## src/rtl/spr_dma_pkg.sv

```systemverilog
package spr_dma_pkg;
    typedef enum logic [1:0] {
        ST_IDLE   = 2'd0,
        ST_WARMUP = 2'd1,
        ST_COPY   = 2'd2
    } dma_state_e;
endpackage

```

## src/rtl/spr_dma_trig_check.sv

```systemverilog
module spr_dma_trig_check #(
    parameter int PAGE_W   = 8,
    parameter int MAX_PAGE = 'hF1
) (
    input  logic              trig_wr,
    input  logic [PAGE_W-1:0] trig_page,
    output logic              accept
);
    // pages above the limit never launch a copy
    assign accept = trig_wr && (trig_page <= PAGE_W'(MAX_PAGE));
endmodule

```

## src/rtl/spr_dma_warmup.sv

```systemverilog
module spr_dma_warmup #(
    parameter int START_DELAY_MC = 2
) (
    input  logic clk,
    input  logic rst_n,
    input  logic load,
    input  logic run,
    input  logic tick,
    output logic expire
);
    localparam int DW = $clog2(START_DELAY_MC + 1);

    logic [DW-1:0] cnt_q;

    always_ff @(posedge clk) begin
        if (!rst_n) begin
            cnt_q <= '0;
        end else if (load) begin
            cnt_q <= DW'(START_DELAY_MC - 1);
        end else if (run && tick && (cnt_q != '0)) begin
            cnt_q <= cnt_q - 1'b1;
        end
    end

    // leaving warm-up on this tick puts the first move on the following tick
    assign expire = run && tick && !load && (cnt_q == DW'(1));
endmodule

```

## src/rtl/spr_dma_addr_gen.sv

```systemverilog
module spr_dma_addr_gen #(
    parameter int ADDR_W   = 16,
    parameter int PAGE_W   = 8,
    parameter int SPR_AW   = 8,
    parameter int XFER_LEN = 160
) (
    input  logic              clk,
    input  logic              rst_n,
    input  logic              load,
    input  logic [PAGE_W-1:0] load_page,
    input  logic              step,
    output logic [ADDR_W-1:0] src_addr,
    output logic [SPR_AW-1:0] dst_addr,
    output logic [$clog2(XFER_LEN+1)-1:0] remaining
);
    localparam int LOW_W = ADDR_W - PAGE_W;
    localparam int CNT_W = $clog2(XFER_LEN + 1);

    always_ff @(posedge clk) begin
        if (!rst_n) begin
            src_addr  <= '0;
            dst_addr  <= '0;
            remaining <= '0;
        end else if (load) begin
            src_addr  <= {load_page, {LOW_W{1'b0}}};
            dst_addr  <= '0;
            remaining <= CNT_W'(XFER_LEN);
        end else if (step) begin
            src_addr  <= src_addr + 1'b1;
            dst_addr  <= dst_addr + 1'b1;
            remaining <= remaining - 1'b1;
        end
    end
endmodule

```

## src/rtl/spr_dma_engine.sv

```systemverilog
module spr_dma_engine
    import spr_dma_pkg::*;
#(
    parameter int ADDR_W         = 16,
    parameter int PAGE_W         = 8,
    parameter int SPR_AW         = 8,
    parameter int DATA_W         = 8,
    parameter int XFER_LEN       = 160,
    parameter int START_DELAY_MC = 2,
    parameter int MAX_PAGE       = 'hF1
) (
    input  logic              clk,
    input  logic              rst_n,
    input  logic              mcyc_en,
    input  logic              trig_wr,
    input  logic [PAGE_W-1:0] trig_page,
    output logic              rd_en,
    output logic [ADDR_W-1:0] src_addr,
    input  logic [DATA_W-1:0] rd_data,
    output logic              spr_we,
    output logic [SPR_AW-1:0] spr_addr,
    output logic [DATA_W-1:0] spr_wdata,
    output logic              active,
    output logic              done
);
    localparam int CNT_W = $clog2(XFER_LEN + 1);

    dma_state_e       state_q, state_d;
    logic             accept;
    logic             expire;
    logic             step;
    logic             last;
    logic [CNT_W-1:0] remaining;
    logic [SPR_AW-1:0] dst_addr;

    spr_dma_trig_check #(
        .PAGE_W   (PAGE_W),
        .MAX_PAGE (MAX_PAGE)
    ) u_trig (
        .trig_wr   (trig_wr),
        .trig_page (trig_page),
        .accept    (accept)
    );

    spr_dma_warmup #(
        .START_DELAY_MC (START_DELAY_MC)
    ) u_warm (
        .clk    (clk),
        .rst_n  (rst_n),
        .load   (accept),
        .run    (state_q == ST_WARMUP),
        .tick   (mcyc_en),
        .expire (expire)
    );

    spr_dma_addr_gen #(
        .ADDR_W   (ADDR_W),
        .PAGE_W   (PAGE_W),
        .SPR_AW   (SPR_AW),
        .XFER_LEN (XFER_LEN)
    ) u_addr (
        .clk       (clk),
        .rst_n     (rst_n),
        .load      (accept),
        .load_page (trig_page),
        .step      (step),
        .src_addr  (src_addr),
        .dst_addr  (dst_addr),
        .remaining (remaining)
    );

    // an accepted trigger always wins over a move on the same clock
    assign step = (state_q == ST_COPY) && mcyc_en && !accept;
    assign last = (remaining == CNT_W'(1));

    always_ff @(posedge clk) begin
        if (!rst_n) begin
            state_q <= ST_IDLE;
        end else begin
            state_q <= state_d;
        end
    end

    always_comb begin
        state_d = state_q;
        unique case (state_q)
            ST_IDLE: begin
                if (accept) state_d = ST_WARMUP;                 // launch
            end
            ST_WARMUP: begin
                if (accept)      state_d = ST_WARMUP;            // restart
                else if (expire) state_d = ST_COPY;              // warm
            end
            ST_COPY: begin
                if (accept)           state_d = ST_WARMUP;       // restart
                else if (step && last) state_d = ST_IDLE;        // finish
            end
            default: state_d = ST_IDLE;
        endcase
    end

    always_comb begin
        rd_en     = step;
        spr_we    = step;
        spr_addr  = dst_addr;
        spr_wdata = rd_data;
        active    = (state_q != ST_IDLE);
        done      = step && last;
    end
endmodule

```

## config.mk

```make
export PLATFORM = sky130hd
export DESIGN_NAME = spr_dma_engine
export DESIGN_NICKNAME = d
export VERILOG_FILES = /design/src/rtl/spr_dma_pkg.sv /design/src/rtl/spr_dma_trig_check.sv /design/src/rtl/spr_dma_warmup.sv /design/src/rtl/spr_dma_addr_gen.sv /design/src/rtl/spr_dma_engine.sv
export SDC_FILE = /design/constraint.sdc
export NUM_CORES = 1
export LEC_CHECK = 0
export BUFFER_PORTS_ARGS = -buffer_cell sky130_fd_sc_hd__buf_2
export CAP_MARGIN = 10
export CORE_ASPECT_RATIO = 0.9
export CORE_MARGIN = 1.5
export CORE_UTILIZATION = 46
export CTS_CLUSTER_SIZE = 14
export DETAILED_ROUTE_END_ITERATION = 7
export PLACE_DENSITY = 0.82
export SYNTH_ARGS = -nofsm -noshare
export SYNTH_HDL_FRONTEND = slang
export SYNTH_SLANG_ARGS = --single-unit
```

## constraint.sdc

```tcl
create_clock -name clk -period 1.6 [get_ports clk]
set_input_delay 0 -clock clk [delete_from_list [all_inputs] [get_ports clk]]
set_output_delay 0 -clock clk [all_outputs]
set_load 0.05 [all_outputs]
```

== Word-level counts from Yosys, hierarchy flattened ==
Cells that the tools add are included.
W data, S select, Z words.

* Divide/modulo/power cells: 0
* $mul: 0
* Bitwise operators: 1
* Add/sub/neg operators: 4
* Shift operators: 0
* Eq/ne operators: 7
* Reductions and logical operators: 16
* Order comparisons: 1
* Muxes and demuxes: 12

{| class="wikitable"
|+ Operators by type and width
! operator !! count
|-
| $mux W16 || 2
|-
| $add A16 B1 Y16 const B || 1
|-
| $mux W8 || 2
|-
| $mux W2 || 5
|-
| $add A8 B1 Y8 const B || 1
|-
| $eq A8 B1 Y1 const B || 1
|-
| $le A8 B8 Y1 const B || 1
|-
| $logic_and A1 B1 Y1 || 8
|-
| $reduce_bool A2 Y1 || 4
|-
| $sub A8 B1 Y8 const B || 1
|-
| $ne A3 B2 Y1 const B || 2
|-
| $pmux W2 S3 || 1
|-
| $eq A2 B1 Y1 const B || 2
|-
| $reduce_and A3 Y1 || 1
|-
| $eq A2 B2 Y1 const B || 1
|-
| $logic_not A2 Y1 || 1
|-
| $mux W1 || 2
|-
| $ne A2 B1 Y1 const B || 1
|-
| $reduce_or A2 Y1 || 1
|-
| $sub A2 B1 Y2 const B || 1
|-
| $logic_not A1 Y1 || 1
|-
| $not A1 Y1 || 1
|}

* Bits in latches: 0
* Bits in read-only memories: 0
* Register bits: 36
* Memories kept: 0
* Word-level logic and storage cells: 49
* RAM bits: 0

== Logic depth before layout (Yosys ltp) ==
Gate-level depths: netlist (run 1).

* Word-level depth: 8
* Mapped depth: 6
* Mapped depth without buffers: 6

== Modules after synthesis ==
A second synthesis (run 1) with hierarchy kept.

* Cells, all modules: 223
* Area total of the unflattened synthesis: 1953.1 um^2

{| class="wikitable"
|+ By module, submodules not included
! module !! cells each !! times used !! area each (um^2)
|-
| spr_dma_addr_gen || 182 || 1 || 1571.5
|-
| spr_dma_engine || 25 || 1 || 224.0
|-
| spr_dma_warmup || 13 || 1 || 133.9
|-
| spr_dma_trig_check || 3 || 1 || 23.8
|}

== Worst setup path before layout (run 1) ==
OpenSTA, ideal clock, no wires.

* Path type: register to register
* Start point: reg u_addr.src_addr[0]
* End point: reg u_addr.src_addr[15]
* Data arrival time: 1.963 ns
* Slack: -0.438 ns
* Period minus slack after synthesis: 2.038 ns
* Cell stages (with the launch flop): 5
* Data required time: 1.526 ns
* Cell sequence: dfxtp_1 -> nand3_1 -> or3_4 -> or4_1 -> a31oi_1

* Cells in the longest elaborated chain, start to end: 3

{| class="wikitable"
|+ Ends and longest elaborated chain
! element !! RTL line !! text
|-
| from (decl) || spr_dma_addr_gen.sv:12 || <nowiki>output logic [ADDR_W-1:0] src_addr,</nowiki>
|-
| from (signal assigned) || spr_dma_addr_gen.sv:25 || <nowiki>src_addr <= {load_page, {LOW_W{1'b0}}};</nowiki>
|-
| from (signal assigned) || spr_dma_addr_gen.sv:29 || <nowiki>src_addr <= src_addr + 1'b1;</nowiki>
|-
| $add A16 B1 Y16 || spr_dma_addr_gen.sv:29 ||
|-
| $mux W16 || spr_dma_addr_gen.sv:28 || <nowiki>end else if (step) begin</nowiki>
|-
| $mux W16 || spr_dma_addr_gen.sv:24 || <nowiki>end else if (load) begin</nowiki>
|}

Every way passes these cells. The select of a mux whose other input is x is not followed.
A chain may end at the register's enable or synchronous reset.

== Final worst setup path (run 1) ==
* Start point: reg u_addr.remaining[4]
* End point: out done

* Cells in the longest elaborated chain, start to end: 2

{| class="wikitable"
|+ Ends and longest elaborated chain
! element !! RTL line !! text
|-
| from (decl) || spr_dma_addr_gen.sv:14 || <nowiki>output logic [$clog2(XFER_LEN+1)-1:0] remaining</nowiki>
|-
| from (signal assigned) || spr_dma_addr_gen.sv:27 || <nowiki>remaining <= CNT_W'(XFER_LEN);</nowiki>
|-
| from (signal assigned) || spr_dma_addr_gen.sv:31 || <nowiki>remaining <= remaining - 1'b1;</nowiki>
|-
| $eq A8 B1 Y1 || spr_dma_engine.sv:74 || <nowiki>assign last = (remaining == CNT_W'(1));</nowiki>
|-
| $logic_and A1 B1 Y1 || spr_dma_engine.sv:108 || <nowiki>done = step && last;</nowiki>
|-
| to (decl) || spr_dma_engine.sv:24 || <nowiki>output logic done</nowiki>
|}

Every way passes these cells.

==> impl_results.md, run 1 <==
- Clock share of power: 38.3%
- Final min period: 1.60 ns
- Clock sink total: 36
- Crit Reg-Reg Startpoint: state_q[0]$_SDFFE_PN0P_
- Worst R2R Path Depth: 4
- Max-cap violations: 0
- Hold Path Depth: 0
- Reg-to-Reg End: u_addr.src_addr[13]$_SDFFE_PN0P_
- Clk buf depth: 2
- Xor/xnor share of the synthesized area: 6.07%
- Synth Instances: 224
- Synth Warn #: 0
- Hold Fails Final Rpt: 0
- Synth Cell Area: 1870 um^2
- Register cell area after layout: 763 um^2
- Sw frac: 25.8%
- Synth Area in Compound Gates: 17.4%
- Top Metal Used: met4
- Slew Viols, Final: 0
- Vias in the first global route: 1653
- Share of cells above drive strength 1: 39.4%
- Total power: 1.85 mW
- Power density over the cells: 745 nW/um^2
- Library cells used by synthesis: 42
- N_diodes: 0
- Avg Inst Size Synth: 8.37 um^2
- Drt via density: 5.71
- Wire length on met1: 2.05 mm
- First-pass GRT wire length: 7.65 mm
- Final WS setup: -0.00172 ns
- Wire length on met3: 283 um
- Crit path DAT: 1.60 ns
- Syn-to-layout area delta: 32.6%
- Cts bufs inserted: 5
- Req. time, crit path: 1.60 ns
- GRT Util Overall: 21.5%
- CTS clock-pin slew for the worst setup and hold paths: 0.07 ns
- GPL Wtd Cong: 0.810
- Largest net degree at the start of global routing: 25
- Crit path kind: register to output port
- Filler cell count: 319
- Placement Setup Slack: -0.0432 ns
- Largest family of logic cells by synthesized area: simple AND/OR/NAND/NOR gates
- Fmax: 624 MHz
- Worst relative slew slack: 77.2%
- Die Area: 4470 um^2
- GRT overflow: 0
- H-tree Lvls: 2
- Final setup viols: 1
- Tightest Pin Transition: 0.339 ns
- TritonRoute pass-1 iters: 4
- Post-Synth Adder-Cell Area: 4.01%
- CTS tree: yes
- Clock Latency Late Sink: 0.29 ns
- Reg power frac: 50.5%
- Comb power frac: 11.2%
- # rows: 21
- Status: finished, violations left
- Final setup TNS: -0.00172 ns
- P_leak: 0.938 nW
- Violated checks: negative setup slack
- WL/cell: 14.6 um
- Die height: 63.6 um
- Ports: 56
- Initial antenna violation count: 0
- Mux cell area share after synthesis: 0%
- RSZ-0062 raised after global routing: yes
- VDD IR-drop max: 0.749 mV
- Core area: 3810 um^2
- Critical path startpoint category: register
- Psw: 478 uW
- Final period util: 100%
- Initial Util: 49.2%
- Post-synth net total: 250
- Final ANT Viol Nets: 0
- Detail Placement HPWL: 3.16 mm
- Layout Nets: 304
- Area taken by multi-input logic gates: 1100 um^2
- Residual DRC count: 0
- Via count: 1855
- Int Pwr: 1.37 mW
- Critical Path End Type: output port
- Die X: 70.3 um
- Reg2Reg Setup Slack: -0.002 ns
- Min-delay src: rd_data[3]
- Max Clock Skew: 0.00929 ns
- Worst hold endpoint: spr_wdata[3]
- Iter 0 DRT Violations: 122
- Worst hold slack: 0.0000162 ns
- Hold crit path type: primary input to output port
- Crit-path max FO: 4
- PortBufs: 39
- #FFs+latches synth: 36
- Root Buffer: clkbuf_8
- Register area share after synthesis: 38.5%
- Final wirelength: 4.75 mm
- Simple-Gate Fraction of Synth Area: 26.4%
- WL met2: 2.37 mm
worst max-delay path by stage:
stage / start / end / slack [ns] / cells past startpoint
2_1_floorplan: u_addr.src_addr[3]$_SDFFE_PP0P_ / u_addr.src_addr[15]$_SDFFE_PN0P_ / -0.04 / 4
3_3_place_gp: state_q[0]$_SDFFE_PN0P_ / u_addr.src_addr[15]$_SDFFE_PN0P_ / 0.01 / 4
3_5_place_dp: state_q[0]$_SDFFE_PN0P_ / u_addr.src_addr[14]$_SDFFE_PN0P_ / -0.04 / 5
4_1_cts: u_addr.remaining[1]$_SDFFE_PP0P_ / done / -0.009 / 6
5_1_grt: state_q[0]$_SDFFE_PN0P_ / u_addr.src_addr[15]$_SDFFE_PN0P_ / -0.1 / 4
6_report: u_addr.remaining[4]$_SDFFE_PP0P_ / done / -0.002 / 4
layout make-up:
cell class                      count  area share (%)
Clock buffer                        8            4.03
Inverter                           12            1.96
Multi-Input combinational cell    159            44.2
Sequential cell                    36            30.7
Tap cell                           46            2.32
Timing Repair Buffer               64            16.8
repair_timing:
| item | in CTS | in global routing |
|---|---|---|
| endpoints found under the setup margin | 5 | 15 |
| pin swaps | 4 | 6 |
| resized for setup | 6 | 18 |
| endpoints found under the hold margin | 1 | 0 |
| setup buffers | 2 | 2 |
| hold buffers | 2 | 0 |
sequential cells by signal (all words and copies together) (netlist names):
signal	cells
state_q	2
u_addr.dst_addr	8
u_addr.remaining	8
u_addr.src_addr	16
u_warm.cnt_q	2
layer usage:
| metal | GRT usage [%] | vias to the layer above |
|---|---|---|
| met3 | 7.36 | 8 |
| met4 | 6.01 | 0 |
| met1 | 27.1 | 872 |
| met2 | 34.8 | 61 |
| met5 | 0 | - |
| li1 | - | 914 |
placed cells by master, fill, tap and decap left out, types with 3 or more instances in the layout:
cell type,count
buf_2,38
inv_1,11
clkbuf_8,7
or3_1,11
nand3_1,8
nor3_1,3
xnor2_1,11
nor2_1,9
nand4_1,3
nand2_1,16
o31ai_1,4
a21oi_1,19
buf_6,4
dfxtp_2,13
dfxtp_4,7
or3_4,3
buf_4,19
nor4_1,5
and4_1,3
a31oi_1,4
o21ai_0,19
dfxtp_1,16
ha_1,5
cells in the mapped netlist:
master / n / area share (%)
or3_2: 2 / 0.80
nand3_1: 9 / 2.4
and3b_1: 1 / 0.47
o21ai_0: 19 / 5.1
a221oi_1: 1 / 0.47
nand3b_1: 1 / 0.40
nor3_1: 3 / 0.80
o21ai_1: 2 / 0.53
or3_4: 1 / 0.60
o211ai_2: 1 / 0.67
xnor2_1: 11 / 5.1
nand4b_1: 1 / 0.47
or2_2: 2 / 0.67
ha_1: 6 / 4.0
a211oi_1: 3 / 1.2
nand4_4: 1 / 1.1
or3_1: 13 / 4.3
o31ai_1: 4 / 1.6
nor4b_1: 1 / 0.47
nor4_1: 7 / 2.3
buf_4: 9 / 3.6
nand2b_1: 1 / 0.33
and3_1: 1 / 0.33
nor2_1: 9 / 1.8
clkbuf_2: 1 / 0.27
o21a_1: 1 / 0.40
or4b_1: 1 / 0.53
a31oi_1: 4 / 1.3
or4_2: 1 / 0.47
o2111ai_1: 1 / 0.47
nand2_1: 16 / 3.2
xor2_1: 2 / 0.93
a21oi_1: 21 / 5.6
dfxtp_1: 36 / 38
clkbuf_1: 7 / 1.4
or4_1: 3 / 1.2
and4_1: 3 / 1.4
nor4bb_1: 1 / 0.53
inv_1: 12 / 2.4
and2_1: 1 / 0.33
nor3b_1: 1 / 0.40
nand4_1: 3 / 1.0
power groups by stage:
stage | clock network, mW | registers [mW] | logic (mW)
floorplan | 0 | 1.00 | 0.135
global placement | 0 | 0.952 | 0.195
detailed placement | 0 | 0.953 | 0.197
CTS | 0.719 | 0.933 | 0.202
global route | 0.779 | 0.939 | 0.223
finish | 0.708 | 0.935 | 0.208
worst max-delay path, stage by stage (launching register included):
cell     delay (ns)
dfxtp_1        0.35
or3_4          0.36
nor4_4         0.22
and3_1         0.21
buf_6          0.16
per-stage QoR:
step	instances	area (um^2)	util [%]
6_report	325	2490	65.3
5_1_grt	325	2490	65.3
4_1_cts	323	2400	62.9
3_5_place_dp	311	2240	58.8
3_3_place_gp	311	2240	58.8
2_1_floorplan	224	1930	-
cells by family after synthesis:
kind of cell / count (synthesis)
adders and majority gates: 6
and+or+nand+nor: 83
xor gates and xnor gates: 13
DFF: 36
AOI/OAI and AO/OA: 57
buffers and inverters: 29
Power figures use the tool's default switching activity.
==> run 2, diff against run 1 <==
--- a/config.mk
+++ b/config.mk
@@ -15,4 +15,5 @@
 export PLACE_DENSITY = 0.82
 export SYNTH_ARGS = -nofsm -noshare
 export SYNTH_HDL_FRONTEND = slang
+export SYNTH_HIERARCHICAL = 1
 export SYNTH_SLANG_ARGS = --single-unit
==> run 2 against run 1 <==
- clock skew down 0.0052 ns
- flip-flop and latch count unchanged
- the flow finishes with violations (design-rule violations, negative setup slack)
- utilization up 2.8 points
- cell area up 12%
- sequential power up 1%
- cell count up 3.7%
- critical path depth up 1
==> impl_results.md, run 2 <==
- Status: finished, violations left
- Violated checks: design-rule violations, negative setup slack
- Synth area leader: dfxtp_1
- Max Clock Skew: 0.00413 ns
- GPL Wtd Cong: 0.807
- Reg2Reg Setup Slack: -0.27 ns
- Final min period: 1.87 ns
- Ports: 56
- Most common cell after layout, fill and taps aside: buf_2
- Final Instance Area: 2770 um^2
- Area taken by multi-input logic gates: 1280 um^2
- Register cell area after layout: 722 um^2
- Slew Viols, Final: 0
- Final wirelength: 5.50 mm
- Final ANT Viol Nets: 0
- Largest net degree at the start of global routing: 23
- Top cell type's share of synthesized area: 36.9%
- Max-cap violations: 0
- GRT Util Overall: 20.8%
- Die Area: 4650 um^2
- Filler cell count: 302
- CTS clock-pin slew for the worst setup and hold paths: 0.07 ns
- Vias in the first global route: 1724
- N_diodes: 0
- First-pass GRT wire length: 7.65 mm
- Avg Inst Size Synth: 8.76 um^2
- # rows: 22
- Layout Nets: 313
- Commonest cells after routing, fill and taps aside: buf_2 (37), dfxtp_1 (35), buf_4 (24)
- GRT overflow: 0
- H-tree Lvls: 2
- CTS tree: yes
- PortBufs: 39
- Residual DRC count: 4
- Critical path startpoint category: register
- Tightest Pin Transition: 0.427 ns
- Synth Cell Area: 1950 um^2
- Final period util: 117%
- Crit path DAT: 2.10 ns
- Critical Path End Type: register
- Die height: 64.8 um
- Int Pwr: 1.35 mW
- Cts bufs inserted: 5
- P_leak: 1.12 nW
- Regs by FF count: u_addr/src_addr (16), u_addr/dst_addr (8), u_addr/remaining (8)
- Via count: 1961
- Placed Area: 2290 um^2
- VDD IR-drop max: 0.522 mV
- Core area: 4070 um^2
- Reg power frac: 50.4%
- Synth Instances: 223
- Initial Util: 47.9%
- Number of flip-flops in the largest register: 16
- Clk buf depth: 2
- Clock share of power: 36.8%
- Clock sink total: 36
- Drt via density: 5.82
- Cell with the most instances after synthesis: dfxtp_1
- Clock Latency Late Sink: 0.30 ns
- Crit Reg-Reg Startpoint: state_q[0]$_SDFFE_PN0P_
- Register area share after synthesis: 36.9%
- Power density over the cells: 679 nW/um^2
- Post-synth top cells: dfxtp_1 (36), nor2_1 (22), o21ai_0 (15), nand4_1 (11)
- Share of cells above drive strength 1: 42.2%
- Total power: 1.88 mW
- Root Buffer: clkbuf_8
- Final setup viols: 22
- Fmax: 535 MHz
- #FFs+latches synth: 36
- TritonRoute pass-1 iters: 8
- Top_reg_cell synth: dfxtp_1
- Comb power frac: 12.8%
- Detail Placement HPWL: 3.20 mm
- Syn-to-layout area delta: 42.0%
- Post-synth net total: 248
- Worst hold endpoint: spr_wdata[4]
- RSZ-0062 raised after global routing: yes
- Req. time, crit path: 1.83 ns
- Ranking of synthesized cells by area: dfxtp_1 (37%), nor2_1 (4.2%), o21ai_0 (3.8%)
- Psw: 533 uW
- Worst hold slack: 0.0000220 ns
- Crit path kind: register to register
- Min-delay src: rd_data[4]
- Hold Fails Final Rpt: 0
- Iter 0 DRT Violations: 113
- Initial antenna violation count: 0
- WL/cell: 16.3 um
- Crit-path max FO: 3
- Die X: 71.7 um
- Library cells used by synthesis: 48
- Synth Warn #: 6
- Final core utilization: 68.1%
- Worst relative slew slack: 71.1%
- Hold Path Depth: 0
- Hold crit path type: primary input to output port
- Sw frac: 28.3%
- Register with the most flip-flops: u_addr/src_addr
- Post-synthesis async set-or-reset flop share: 0%
- Worst R2R Path Depth: 5
- Final WS setup: -0.270 ns
- Number of synthesized flops with an enable pin: 0
- Reg-to-Reg End: u_addr/remaining[7]$_SDFFE_PN0P_
[run 2: worst max-delay path by stage]
stage	startpoint	to	slack, ns
6_report	state_q[0]$_SDFFE_PN0P_	u_addr/remaining[7]$_SDFFE_PN0P_	-0.27
5_1_grt	state_q[0]$_SDFFE_PN0P_	u_addr/remaining[7]$_SDFFE_PN0P_	-0.35
4_1_cts	state_q[0]$_SDFFE_PN0P_	u_addr/src_addr[13]$_SDFFE_PN0P_	-0.23
3_5_place_dp	state_q[0]$_SDFFE_PN0P_	u_addr/dst_addr[7]$_SDFFE_PP0P_	-0.20
3_3_place_gp	trig_page[7]	u_addr/remaining[7]$_SDFFE_PN0P_	-0.18
2_1_floorplan	state_q[0]$_SDFFE_PN0P_	u_addr/remaining[7]$_SDFFE_PN0P_	-0.61
[run 2: per-stage QoR]
step	setup slack, ns	TNS [ns]	std cells
6_report	-0.270	-2.46	337
3_5_place_dp	-0.203	-2.39	314
3_3_place_gp	-0.175	-1.73	314
2_1_floorplan	-0.610	-11.02	223
4_1_cts	-0.230	-2.86	322
5_1_grt	-0.346	-4.01	337
[run 2: layout make-up]
cell class / instances / area share (%)
clock inverters: 2 / 0.361
inverters: 10 / 1.35
clock buffers: 6 / 2.98
repair buffers: 76 / 20.8
well taps: 48 / 2.17
multi-input cells: 159 / 46.3
flip-flops and latches: 36 / 26.0
[run 2: power by group through the flow]
stage               combinational [mW]  sequential [mW]  clock (mW)
floorplan                        0.164             1.01           0
global placement                 0.222            0.968           0
detailed placement               0.225            0.968           0
CTS                              0.227            0.947       0.703
global route                     0.257            0.954       0.743
finish                           0.242            0.949       0.693
[run 2: critical path, cell delays in order (launching register included)]
cell and delay [ns]:
dfxtp_2 0.32, nand2b_4 0.15, nor3b_4 0.22, or4b_4 0.51, or4b_1 0.48, a31oi_1 0.13
[run 2: cell families after synthesis]
kind of cell    count (synthesis)  share of synthesized area (%)
mux                             2                           1.03
simple gates                   88                           27.0
buf+inv                        28                           7.24
fa+ha+maj                       5                           3.20
xor+xnor                       13                           5.83
compound gates                 51                           18.8
flops                          36                           36.9
[run 2: what timing repair did]
item,in CTS,in global routing
gates cloned,0,2
hold buffers,0,0
gates resized for setup,5,52
hold endpoints to repair,0,0
endpoints found under the setup margin,20,21
pin swaps,0,28
buffers inserted,0,13
[run 2: metal layers]
layer  share of wire [%]  GRT usage (%)  up-vias
li1                    -              -      947
met1                  43           25.5      923
met2                  48           33.7       69
met3                 5.0           6.07       22
met4                 3.5           9.43        0
met5                   0              0        -
